**config.mk**
```make
export PLATFORM = sky130hd
export DESIGN_NAME = agc_density_loop
export DESIGN_NICKNAME = d
export VERILOG_FILES = /design/src/rtl/agc_pkg.sv /design/src/rtl/agc_win_timer.sv /design/src/rtl/agc_mag_tally.sv /design/src/rtl/agc_gain_step.sv /design/src/rtl/agc_density_loop.sv
export SDC_FILE = /design/constraint.sdc
export NUM_CORES = 1
export LEC_CHECK = 0
export BUFFER_PORTS_ARGS = -buffer_cell sky130_fd_sc_hd__buf_2
export CORE_MARGIN = 4
export CORE_UTILIZATION = 50
export DETAILED_ROUTE_END_ITERATION = 10
export GPL_ROUTABILITY_DRIVEN = 0
export PLACE_DENSITY_LB_ADDON = 0.08
export SLEW_MARGIN = 25
export SYNTH_ARGS = -nofsm -noshare
export SYNTH_HDL_FRONTEND = slang
export SYNTH_SLANG_ARGS = --single-unit
```
**constraint.sdc**
```tcl
create_clock -name clk -period 4.2 [get_ports clk]
set_clock_uncertainty 0.05 [all_clocks]
set_input_delay 0.21 -clock clk [delete_from_list [all_inputs] [get_ports clk]]
set_output_delay 0.21 -clock clk [all_outputs]
set_load 0.01 [all_outputs]
```
**src/rtl/agc_pkg.sv**
```systemverilog
package agc_pkg;

  typedef enum logic [1:0] {
    MODE_LOOP   = 2'b00,
    MODE_RSV_A  = 2'b01,
    MODE_DIRECT = 2'b10,
    MODE_RSV_B  = 2'b11
  } agc_mode_e;

  localparam int unsigned AGC_GAIN_W   = 6;
  localparam int unsigned AGC_WIN_LEN  = 512;
  localparam int unsigned AGC_GAIN_RST = 58;

  function automatic logic is_loop_mode(input logic [1:0] m);
    return (agc_mode_e'(m) == MODE_LOOP);
  endfunction

endpackage

```
**src/rtl/agc_win_timer.sv**
```systemverilog
module agc_win_timer #(
  parameter int unsigned WIN_LEN = agc_pkg::AGC_WIN_LEN,
  localparam int unsigned PW = $clog2(WIN_LEN)
) (
  input  logic clk,
  input  logic rst_n,
  input  logic run,
  input  logic sample_en,
  output logic win_end
);

  logic [PW-1:0] pos_q, pos_d;
  logic          last_slot;

  assign last_slot = (pos_q == PW'(WIN_LEN - 1));
  assign win_end   = run && sample_en && last_slot;

  always_comb begin
    pos_d = pos_q;
    if (!run) begin
      pos_d = '0;
    end else if (sample_en) begin
      pos_d = last_slot ? '0 : pos_q + 1'b1;
    end
  end

  always_ff @(posedge clk or negedge rst_n) begin
    if (!rst_n) pos_q <= '0;
    else        pos_q <= pos_d;
  end


  pos_range_chk: assert property (@(posedge clk) disable iff (!rst_n)
    pos_q <= PW'(WIN_LEN - 1));


  idle_clear_chk: assert property (@(posedge clk) disable iff (!rst_n)
    !run |=> (pos_q == '0));

endmodule

```
**src/rtl/agc_mag_tally.sv**
```systemverilog
module agc_mag_tally #(
  parameter int unsigned WIN_LEN = agc_pkg::AGC_WIN_LEN,
  localparam int unsigned CW = $clog2(WIN_LEN + 1)
) (
  input  logic          clk,
  input  logic          rst_n,
  input  logic          run,
  input  logic          sample_en,
  input  logic          mag,
  input  logic          win_end,
  output logic [CW-1:0] tally
);

  logic [CW-1:0] cnt_q, cnt_d;
  logic          hit;

  assign hit   = run && sample_en && mag;
  assign tally = cnt_q + CW'(hit);

  always_comb begin
    cnt_d = cnt_q;
    if (!run)            cnt_d = '0;
    else if (win_end)    cnt_d = '0;
    else if (sample_en)  cnt_d = tally;
  end

  always_ff @(posedge clk or negedge rst_n) begin
    if (!rst_n) cnt_q <= '0;
    else        cnt_q <= cnt_d;
  end


  tally_bound_chk: assert property (@(posedge clk) disable iff (!rst_n)
    cnt_q <= CW'(WIN_LEN - 1));


  idle_hold_chk: assert property (@(posedge clk) disable iff (!rst_n)
    (run && !sample_en) |=> $stable(cnt_q));

endmodule

```
**src/rtl/agc_gain_step.sv**
```systemverilog
module agc_gain_step #(
  parameter int unsigned GAIN_W   = agc_pkg::AGC_GAIN_W,
  parameter int unsigned GAIN_RST = agc_pkg::AGC_GAIN_RST,
  parameter int unsigned CW       = 10
) (
  input  logic              clk,
  input  logic              rst_n,
  input  logic              direct_mode,
  input  logic              win_end,
  input  logic [CW-1:0]     tally,
  input  logic [CW-1:0]     ref_cnt,
  input  logic [GAIN_W-1:0] direct_gain,
  output logic [GAIN_W-1:0] gain
);

  localparam logic [GAIN_W-1:0] GAIN_MAX = {GAIN_W{1'b1}};

  logic [GAIN_W-1:0] gain_q, gain_d, stepped;

  always_comb begin
    stepped = gain_q;
    if (tally > ref_cnt) begin
      if (gain_q != '0) stepped = gain_q - 1'b1;
    end else if (tally < ref_cnt) begin
      if (gain_q != GAIN_MAX) stepped = gain_q + 1'b1;
    end
  end

  always_comb begin
    gain_d = gain_q;
    if (direct_mode)  gain_d = direct_gain;
    else if (win_end) gain_d = stepped;
  end

  always_ff @(posedge clk or negedge rst_n) begin
    if (!rst_n) gain_q <= GAIN_W'(GAIN_RST);
    else        gain_q <= gain_d;
  end

  assign gain = gain_q;


  hold_between_chk: assert property (@(posedge clk) disable iff (!rst_n)
    (!$past(direct_mode) && !$past(win_end)) |-> $stable(gain_q));


  unit_step_chk: assert property (@(posedge clk) disable iff (!rst_n)
    !$past(direct_mode) |->
      ((gain_q == $past(gain_q)) ||
       ({1'b0, gain_q} == {1'b0, $past(gain_q)} + 1'b1) ||
       ({1'b0, gain_q} + 1'b1 == {1'b0, $past(gain_q)})));


  direct_follow_chk: assert property (@(posedge clk) disable iff (!rst_n)
    $past(direct_mode) |-> (gain_q == $past(direct_gain)));

endmodule

```
**src/rtl/agc_density_loop.sv**
```systemverilog
module agc_density_loop #(
  parameter int unsigned WIN_LEN  = agc_pkg::AGC_WIN_LEN,
  parameter int unsigned GAIN_W   = agc_pkg::AGC_GAIN_W,
  parameter int unsigned GAIN_RST = agc_pkg::AGC_GAIN_RST,
  localparam int unsigned CW = $clog2(WIN_LEN + 1)
) (
  input  logic              clk,
  input  logic              rst_n,
  input  logic              sample_en,
  input  logic              mag_i,
  input  logic              mag_q,
  input  logic [CW-1:0]     ref_cnt,
  input  logic [1:0]        mode,
  input  logic [GAIN_W-1:0] direct_gain,
  output logic [GAIN_W-1:0] gain_i,
  output logic [GAIN_W-1:0] gain_q,
  output logic              win_done
);

  localparam int unsigned NCH = 2;

  logic [1:0]        mode_q;
  logic              loop_mode, restart, run, win_end, done_q;
  logic [NCH-1:0]    mag_vec;
  logic [GAIN_W-1:0] gain_vec [NCH];

  assign loop_mode = agc_pkg::is_loop_mode(mode);
  assign restart   = (mode != mode_q);
  assign run       = loop_mode && !restart;
  assign mag_vec   = {mag_q, mag_i};

  always_ff @(posedge clk or negedge rst_n) begin
    if (!rst_n) begin
      mode_q <= 2'b00;
      done_q <= 1'b0;
    end else begin
      mode_q <= mode;
      done_q <= win_end;
    end
  end

  agc_win_timer #(.WIN_LEN(WIN_LEN)) u_timer (
    .clk      (clk),
    .rst_n    (rst_n),
    .run      (run),
    .sample_en(sample_en),
    .win_end  (win_end)
  );

  for (genvar ch = 0; ch < NCH; ch++) begin : g_chan
    logic [CW-1:0] tally;

    agc_mag_tally #(.WIN_LEN(WIN_LEN)) u_tally (
      .clk      (clk),
      .rst_n    (rst_n),
      .run      (run),
      .sample_en(sample_en),
      .mag      (mag_vec[ch]),
      .win_end  (win_end),
      .tally    (tally)
    );

    agc_gain_step #(
      .GAIN_W  (GAIN_W),
      .GAIN_RST(GAIN_RST),
      .CW      (CW)
    ) u_step (
      .clk        (clk),
      .rst_n      (rst_n),
      .direct_mode(!loop_mode),
      .win_end    (win_end),
      .tally      (tally),
      .ref_cnt    (ref_cnt),
      .direct_gain(direct_gain),
      .gain       (gain_vec[ch])
    );
  end

  assign gain_i   = gain_vec[0];
  assign gain_q   = gain_vec[1];
  assign win_done = done_q;


  single_pulse_chk: assert property (@(posedge clk) disable iff (!rst_n)
    win_done |=> !win_done);


  loop_only_pulse_chk: assert property (@(posedge clk) disable iff (!rst_n)
    win_done |-> ($past(mode) == 2'b00));


  restart_no_pulse_chk: assert property (@(posedge clk) disable iff (!rst_n)
    restart |=> !win_done);

endmodule

```
==> results of run 1 <==
==> registers in the layout (all words and copies together), names as in the netlist <==
signal                flops
g_chan.u_step.gain       12
mode_q                    2
win_done                  1
g_chan.u_tally.cnt_q     20
u_timer.pos_q             9
==> per-stage QoR <==
step / power (mW) / utilization, % / setup slack (ns) / cells / setup TNS [ns]
floorplan: 0.530 / - / -0.00900 / 348 / -0.00900
global placement: 0.581 / 58.3 / -0.0336 / 474 / -0.0336
detailed placement: 0.585 / 58.6 / -0.141 / 475 / -0.238
CTS: 0.922 / 62.3 / 0.00659 / 489 / 0
global route: 0.980 / 67.7 / -0.178 / 500 / -0.262
finish: 0.927 / 67.7 / 0.0579 / 500 / 0
==> synth_stat cells, types with 2 or more instances <==
master	n	area, µm²
xnor2_1	17	149
and3_1	10	62.6
a31oi_2	2	25.0
dfrtp_1	36	901
mux2i_4	2	45.0
nor3_2	2	20.0
dfstp_2	8	210
clkbuf_1	6	22.5
o21a_1	6	45.0
a21o_1	5	37.5
nand4_1	5	31.3
buf_2	3	15.0
nand3_1	14	70.1
nor3b_2	2	25.0
a211oi_1	3	22.5
mux2i_1	6	60.1
fa_1	2	40.0
a22o_1	11	96.3
nor2_1	20	75.1
xor2_1	8	70.1
inv_1	23	86.3
or2_2	2	12.5
a211o_1	4	35.0
ha_1	34	425
a21oi_1	22	110
o21ai_0	28	140
o21bai_1	2	15.0
nor3_1	6	30.0
o31ai_1	5	37.5
nand2b_1	2	12.5
nand2_1	34	128
==> timing repair <==
action                                 in CTS  in global routing
endpoints found under the hold margin      13                  0
resized for setup                          16                 43
pin swaps                                  22                 51
setup endpoints to repair                   2                  5
buffers inserted                            6                 12
hold buffers                                1                  0
==> worst paths after layout <==
check                            startpoint                       end  slack [ns]  cells after the start
max                               mode_q[1]  g_chan[0].u_step.gain[5]        0.06                     22
min                                 mode[1]                 mode_q[1]        0.02                      1
max reg2reg                       mode_q[1]  g_chan[0].u_step.gain[5]        0.06                     22
min reg2reg                u_timer.pos_q[8]          u_timer.pos_q[8]        0.46                      2
max in group asynchronous             rst_n  g_chan[1].u_step.gain[1]        3.20                      3
min in group asynchronous             rst_n          u_timer.pos_q[2]        0.31                      2
==> layout make-up <==
class / count / area share, %
multi-input combinational: 269 / 54.7
tap: 77 / 2.25
inverter: 24 / 2.25
clock buffer: 5 / 1.61
timing repair buffer: 78 / 12.2
clock inverter: 3 / 0.996
sequential: 44 / 26.0
==> logic make-up after synthesis <==
kind of cell               count (synthesis)
and+or+nand+nor                          106
AOI/OAI and AO/OA                         93
DFF                                       44
adders and majority gates                 36
buffers and inverters                     35
xor gates and xnor gates                  25
muxes                                      9
==> routing by layer <==
layer | wire length, µm | track usage (%) | vias up
met5 | 0 | 0 | -
met4 | 75 | 4.67 | 0
met3 | 265 | 4.10 | 10
met2 | 3920 | 34.5 | 49
met1 | 3610 | 27.1 | 1312
li1 | - | - | 1393
==> where the power goes <==
group / internal [mW] / total (mW) / switching [mW]
clock network: 0.176 / 0.333 / 0.157
logic: 0.0632 / 0.135 / 0.0722
registers: 0.440 / 0.459 / 0.0190
total: 0.679 / 0.927 / 0.248
==> worst reg2reg max path: stages (launching register included) <==
cell and delay [ns]:
dfrtp_1 0.41, nor4_4 0.29, buf_4 0.15, and3_4 0.20, ha_4 0.13, and3_4 0.20
nand3_4 0.10, nor2_2 0.17, xnor2_1 0.11, ha_1 0.33, nand4_1 0.17, buf_4 0.19
nor3_4 0.17, inv_1 0.07, nand2_2 0.09, inv_4 0.07, ha_4 0.28, o21ai_2 0.05
o21bai_1 0.19, a21oi_2 0.10, and3_4 0.15, o21a_1 0.18, o31ai_1 0.22
==> flow_summary.toml, run 1 <==
[run_status]
status = "finished, final reports clean"

[logic_synthesis]
synthFlopType = "dfrtp_1"
syn_inst = 348
async_flop_share_pct = 100
yosys_warnings = 0
synth_edf_count = 0
syn-num-nets = 407
synth.mux.area_fraction_pct = 3.71
ys_types = 49
avgSynthCellArea_um2 = 9.32
synthXorXnorAreaFrac_pct = 6.75
synth-compound-area-share_pct = 19.1
synth_top_family_by_area = "compound AO/OA/AOI/OAI gates"
ys_seq_elements = 44
synth_area_um2 = 3240
synthAdderAreaFrac_pct = 14.4
synth-simple-area-share_pct = 17.3
ys_seq_area_share_pct = 34.3

[route]
route.detailed.drc = 0
route.detailed.wl_per_inst_um = 15.8
drt_iter0_drc = 80
drtPass1Iterations = 4
via_per_inst = 5.53
detail-route-antenna-nets = 0
via_count = 2764
routed_wl_um = 7880

[layout]
antenna_cells = 0
seqCellArea_um2 = 1110
final_common_cell = "buf_4"
layout_common_cells = "39 x buf_4, 36 x dfrtp_1, 35 x buf_2"
fin_area_um2 = 4270
layout-drive-gt1-share_pct = 39.0
fin_nets = 481
n_fill_cell = 503
syn2layout_area_growth_pct = 31.8
multiInputGateArea_um2 = 2340

[global_route]
grt_max_degree = 30
grt_pass1_vias = 2655
grt_util_all_layers_pct = 20.4
antenna_found_initial = 0
grt_pass1_wl_um = 12600
overflow = 0

[placement]
portBuffers = 35
hpwl_um = 5450
placed_cell_area_um2 = 3700

[die]
die-area_um2 = 7840
io_pins = 36
initial_core_util_pct = 51.3
fp.dieH_um = 88.5
die_w_um = 88.5
core_um2 = 6310
rows = 29

[worst_setup_path]
critPathMaxFanout = 4
crit_required_ns = 4.37
path_delay_family = "simple AND/OR/NAND/NOR gates"
cp_num_buf_inv = 4
cp_cell_sequence = "nor4_4 -> buf_4 -> and3_4 -> ha_4 -> and3_4 -> nand3_4 -> nor2_2 -> xnor2_1 -> ha_1 -> nand4_1 -> buf_4 -> nor3_4 -> inv_1 -> nand2_2 -> inv_4 -> ha_4 -> o21ai_2 -> o21bai_1 -> a21oi_2 -> and3_4 -> o21a_1 -> o31ai_1"
endpoint_kind = "flop"
startpoint_type = "flop"
max_stage_delay_ns = 0.41
worst_ep_arrival_time_ns = 4.32
crit_top_cell = "and3_4"
path_class = "flop to flop"
slowest_stage = "dfrtp_1"

[clocking]
tritoncts = "built"
cts_buffers = 5
clk_latency_ns = 0.30
clockBufferDepth = 2
cts-root-buf = "clkbuf_8"
cts.reportedPaths.clkPinSlew_ns = 0.09
cts_htree_levels = 2
cts.sinks = 44

[timing]
period_needed_ns = 4.14
slew_violations = 0
max_freq_mhz = 241
finalHoldViolCount = 0
worst_hold_slack_ns = 0.0210
tightest_slew_ns = 0.800
setup_viol = 0
fin_crit_sh_pct = 98.6
rsz0062_at_grt = "yes"
slew_headroom_pct = 46.5

[min_path]
min_path_type = "input port to flop"

[pwr]
vdd_drop_max_mv = 0.158
leakage_nw = 2.04
p_per_area_nw_per_um2 = 217

[run]
drv_cap = 0
No activity file was read; power rests on OpenSTA's default activity.
==> run 2: changes to the inputs <==
- SETUP_SLACK_MARGIN: default -> 0.4
==> flow_summary.toml, run 2 (synthesis results as in run 1) <==
[run_status]
status = "finished, final reports clean"

[global_route]
grt_max_degree = 45
overflow = 0
grt_util_all_layers_pct = 21.1
grt_pass1_wl_um = 13100
grt_pass1_vias = 2814
antenna_found_initial = 0

[route]
drtPass1Iterations = 4
drt_iter0_drc = 130
via_count = 2715
route.detailed.drc = 0
routed_wl_um = 7560
detail-route-antenna-nets = 0
via_per_inst = 5.57
route.detailed.wl_per_inst_um = 15.5

[min_path]
min_to = "mode_q[1]"
min_path_type = "input port to flop"
hold-path-cell-count = 1
min_from = "mode[1]"

[worst_setup_path]
startpoint_type = "flop"
ff2ff_setup_slack_ns = 0.13
r2r_end = "g_chan[0].u_step.gain[5]"
reg2reg_from = "mode_q[1]"
critPathMaxFanout = 4
crit_required_ns = 4.35
worst_ep_arrival_time_ns = 4.22
r2r_cells = 20
path_class = "flop to flop"
endpoint_kind = "flop"

[timing]
max_freq_mhz = 246
setup_ws_ns = 0.133
setup_viol = 0
finalHoldViolCount = 0
slew_headroom_pct = 46.0
setup_tns_ns = 0
period_needed_ns = 4.07
slew_violations = 0
tightest_slew_ns = 0.807
rsz0062_at_grt = "yes"
fin_crit_sh_pct = 96.8

[clocking]
cts_htree_levels = 2
clockBufferDepth = 2
cts_buffers = 5
cts.sinks = 44
cts-root-buf = "clkbuf_8"
tritoncts = "built"
clk_latency_ns = 0.29
cts.reportedPaths.clkPinSlew_ns = 0.08

[pwr]
p_per_area_nw_per_um2 = 224
pwr-share-clk_pct = 37.4
leakage_nw = 1.99
vdd_drop_max_mv = 0.199
switchingPower_mw = 0.240
intPower_mw = 0.714
seqPwrFrac_pct = 48.0
combPwrFrac_pct = 14.6
p_sw_share_pct = 25.2

[placement]
dp_slack_ns = 0.00927
portBuffers = 35
hpwl_um = 5460

[die]
fp.dieH_um = 88.5
rows = 29
io_pins = 36
die-area_um2 = 7840
initial_core_util_pct = 51.3
core_um2 = 6310
die_w_um = 88.5

[layout]
layout-drive-gt1-share_pct = 38.0
fin_nets = 468
n_fill_cell = 514
top_register = "g_chan.u_tally.cnt_q"
final_common_cell = "dfrtp_1"
antenna_cells = 0
layout_common_cells = "36 x dfrtp_1, 34 x buf_2, 31 x nand2_1"
syn2layout_area_growth_pct = 31.5
largest_register_ffs = 20

[run]
drv_cap = 0
==> run 2: cell types whose count changed in the layout (fill, tap and decap cells not counted), sizes merged <==
cell / change
clkinvlp: -1
clkbuf: +2
clkinv: -1
buf: -13
==> run 2: how the worst max path moves through the flow <==
| stage | startpoint | depth (start not counted) | endpoint |
|---|---|---|---|
| 2_1_floorplan | mode_q[1] | 21 | g_chan[1].u_step.gain[5] |
| 3_3_place_gp | mode_q[1] | 21 | g_chan[1].u_step.gain[5] |
| 3_5_place_dp | mode_q[1] | 20 | g_chan[1].u_step.gain[5] |
| 4_1_cts | mode_q[0] | 20 | g_chan[1].u_step.gain[5] |
| 5_1_grt | mode_q[1] | 20 | g_chan[0].u_step.gain[5] |
| 6_report | mode_q[1] | 20 | g_chan[0].u_step.gain[5] |
==> run 2: what timing repair did <==
item / in CTS / in global routing
endpoints found under the setup margin: 8 / 11
hold buffers: 0 / 1
gates resized for setup: 31 / 20
setup buffers: 12 / 2
pin swaps: 34 / 17
hold endpoints to repair: 0 / 36
cloned: 0 / 0
==> run 2: cell type report <==
cell class	count	area (µm²)	area share [%]
Timing Repair Buffer	65	432	10.1
Tap cell	77	96.3	2.26
Sequential cell	44	1110	26.1
Inverter	24	98.8	2.32
Multi-Input combinational cell	269	2400	56.3
Clock buffer	7	96.3	2.26
Clock inverter	1	30.0	0.705
==> run 2: critical path, cell delays in order (launching register included) <==
cell,delay (ns)
dfrtp_1,0.41
nor4_4,0.33
and3_4,0.27
ha_4,0.13
and3_4,0.22
nand3_4,0.11
nor2_4,0.13
xnor2_1,0.09
ha_1,0.31
nand4_1,0.17
a211o_1,0.28
o211ai_2,0.10
nand2_2,0.12
inv_4,0.11
ha_4,0.21
a211oi_2,0.20
o21bai_1,0.10
a21oi_2,0.16
and3_4,0.21
nor3_2,0.04
o31ai_1,0.23
==> run 2: per-stage QoR <==
step	std cells	power (mW)	hold WS [ns]	area, µm²	util (%)
2_1_floorplan	348	0.539	-0.136	3410	-
3_3_place_gp	464	0.589	0.353	3740	59.2
3_5_place_dp	464	0.592	0.358	3740	59.2
4_1_cts	484	0.957	0.0383	4130	65.4
5_1_grt	487	0.996	0.0300	4260	67.5
6_report	487	0.954	0.0470	4260	67.5
==> run 2: layer usage <==
metal | global-route usage (%) | vias up | routed length, µm
met5 | 0 | - | 0
li1 | - | 1362 | -
met2 | 36.8 | 49 | 3810
met4 | 6.04 | 0 | 81
met1 | 27.1 | 1295 | 3360
met3 | 3.45 | 9 | 309
==> run 2: power by group through the flow <==
stage | Sequential (mW) | Clock, mW | Combinational (mW)
global placement | 0.466 | 0 | 0.123
floorplan | 0.467 | 0 | 0.0712
CTS | 0.458 | 0.366 | 0.133
global route | 0.460 | 0.378 | 0.158
detailed placement | 0.466 | 0 | 0.126
finish | 0.458 | 0.357 | 0.139
==> run 3: changes to the inputs <==
- clock period: 4.2 -> 3.6 ns (I/O delays scaled with it)
==> flow_summary.toml, run 3 (synthesis results as in run 1) <==
[timing]
setup_tns_ns = -3.07
setup_viol = 10
tightest_slew_ns = 0.877
finalHoldViolCount = 0
fin_crit_sh_pct = 113
max_freq_mhz = 246
slew_headroom_pct = 41.3
period_needed_ns = 4.06
setup_ws_ns = -0.463
slew_violations = 0
rsz0062_at_grt = "yes"

[layout]
top_register = "g_chan.u_tally.cnt_q"
stdcell_count = 523
final_common_cell = "buf_4"
largest_register_ffs = 20
fin_util_pct = 70.3
fin_nets = 504
syn2layout_area_growth_pct = 36.8
layout-drive-gt1-share_pct = 41.9
n_fill_cell = 498
layout_common_cells = "55 x buf_4, 36 x dfrtp_1, 34 x buf_2"
antenna_cells = 0

[worst_setup_path]
worst_ep_arrival_time_ns = 4.23
reg2reg_from = "mode_q[1]"
slowest_stage = "dfrtp_1"
r2r_cells = 22
crit_top_cell = "ha_4"
crit_required_ns = 3.76
critPathMaxFanout = 4
max_stage_delay_ns = 0.40
r2r_end = "g_chan[1].u_step.gain[5]"
ff2ff_setup_slack_ns = -0.46
path_class = "flop to flop"
endpoint_kind = "flop"
cp_cell_sequence = "nor4_4 -> buf_4 -> and3_4 -> ha_4 -> ha_4 -> nand3_2 -> nor2_4 -> nand3_2 -> xnor2_2 -> ha_1 -> nand4_2 -> a211o_1 -> o211ai_4 -> nand2_2 -> inv_4 -> ha_4 -> a211oi_2 -> o21bai_1 -> a21oi_2 -> and3_1 -> nor3_1 -> o31ai_1"
startpoint_type = "flop"

[placement]
dp_slack_ns = -0.562
portBuffers = 35
dp.cells = 500
hpwl_um = 5850

[clocking]
cts_buffers = 5
cts-root-buf = "clkbuf_8"
tritoncts = "built"
cts.reportedPaths.clkPinSlew_ns = 0.08
clk_latency_ns = 0.30
cts_htree_levels = 2
cts.sinks = 44
clockBufferDepth = 2

[min_path]
min_from = "direct_gain[0]"
hold-path-cell-count = 3
min_path_type = "input port to flop"
min_to = "g_chan[1].u_step.gain[0]"

[pwr]
leakage_nw = 2.16
p_per_area_nw_per_um2 = 234
vdd_drop_max_mv = 0.191

[die]
die_w_um = 88.5
rows = 29
initial_core_util_pct = 51.3
die-area_um2 = 7840
fp.dieH_um = 88.5
core_um2 = 6310
io_pins = 36

[global_route]
grt_util_all_layers_pct = 22.1
grt_pass1_wl_um = 13500
overflow = 0
antenna_found_initial = 0
grt_pass1_vias = 2925
grt_max_degree = 45

[route]
drtPass1Iterations = 4
via_per_inst = 5.43
detail-route-antenna-nets = 0
route.detailed.drc = 0
drt_iter0_drc = 128
via_count = 2841
route.detailed.wl_per_inst_um = 15.6
routed_wl_um = 8160

[run_status]
violations = "negative setup slack"
status = "complete, but fails checks"

[run]
drv_cap = 0
run 3: changes by cell type in the layout (fill, tap and decap cells not counted), sizes merged:
cell and change:
bufinv -1, clkinv +2, clkbuf -1, buf +36
run 3: area by class of cell:
class	instances	area [µm²]	share of cell area, %
Tap cell	77	96.3	2.17
Clock buffer	6	82.6	1.86
Sequential cell	44	1110	25.0
Inverter	24	96.3	2.17
Clock inverter	2	10.0	0.226
Multi-Input combinational cell	269	2320	52.4
Timing Repair Buffer	101	717	16.2
run 3: what timing repair did:
action                                  in CTS  in global routing
pin swaps                                   24                  9
endpoints found under the setup margin      12                 12
setup buffers                                9                  5
hold buffers                                 0                  1
hold endpoints to repair                     0                 36
gates resized for setup                     27                 14
run 3: per-stage QoR:
stage	total power [mW]	hold WS (ns)	instance area [µm²]
2_1_floorplan	0.629	-0.166	3420
3_3_place_gp	0.700	0.362	4020
3_5_place_dp	0.703	0.362	4020
4_1_cts	1.04	0.0279	4320
5_1_grt	1.09	0.0715	4440
6_report	1.04	0.0704	4440
run 3: how the worst max path moves through the flow:
stage | endpoint | start | slack [ns]
2_1_floorplan | g_chan[1].u_step.gain[5] | mode_q[1] | -0.55
3_3_place_gp | g_chan[1].u_step.gain[5] | mode_q[1] | -0.54
3_5_place_dp | g_chan[1].u_step.gain[5] | mode_q[1] | -0.56
4_1_cts | g_chan[1].u_step.gain[5] | mode_q[0] | -0.51
5_1_grt | g_chan[1].u_step.gain[5] | mode_q[1] | -0.73
6_report | g_chan[1].u_step.gain[5] | mode_q[1] | -0.46
run 3: routing by layer:
layer | vias up | part of all wire (%) | GRT usage [%]
met4 | 0 | 0.81 | 5.36
li1 | 1436 | - | -
met5 | - | 0 | 0
met3 | 6 | 2.6 | 3.63
met2 | 30 | 51 | 39.2
met1 | 1369 | 46 | 27.9
run 3: worst max-delay path: cells and delay by family, from the launching register on:
kind                     cells  cell delay, ns
AND/OR/NAND/NOR              9            1.24
AO/OA/AOI/OAI                6            1.04
flip-flops                   1            0.40
buffers and inverters        2            0.25
XOR/XNOR                     1            0.16
adder cells (fa/ha/maj)      4            0.82
run 3: report_power, final:
part / switching, mW / internal [mW]
registers: 0.0217 / 0.513
clock network: 0.182 / 0.154
logic: 0.0883 / 0.0789
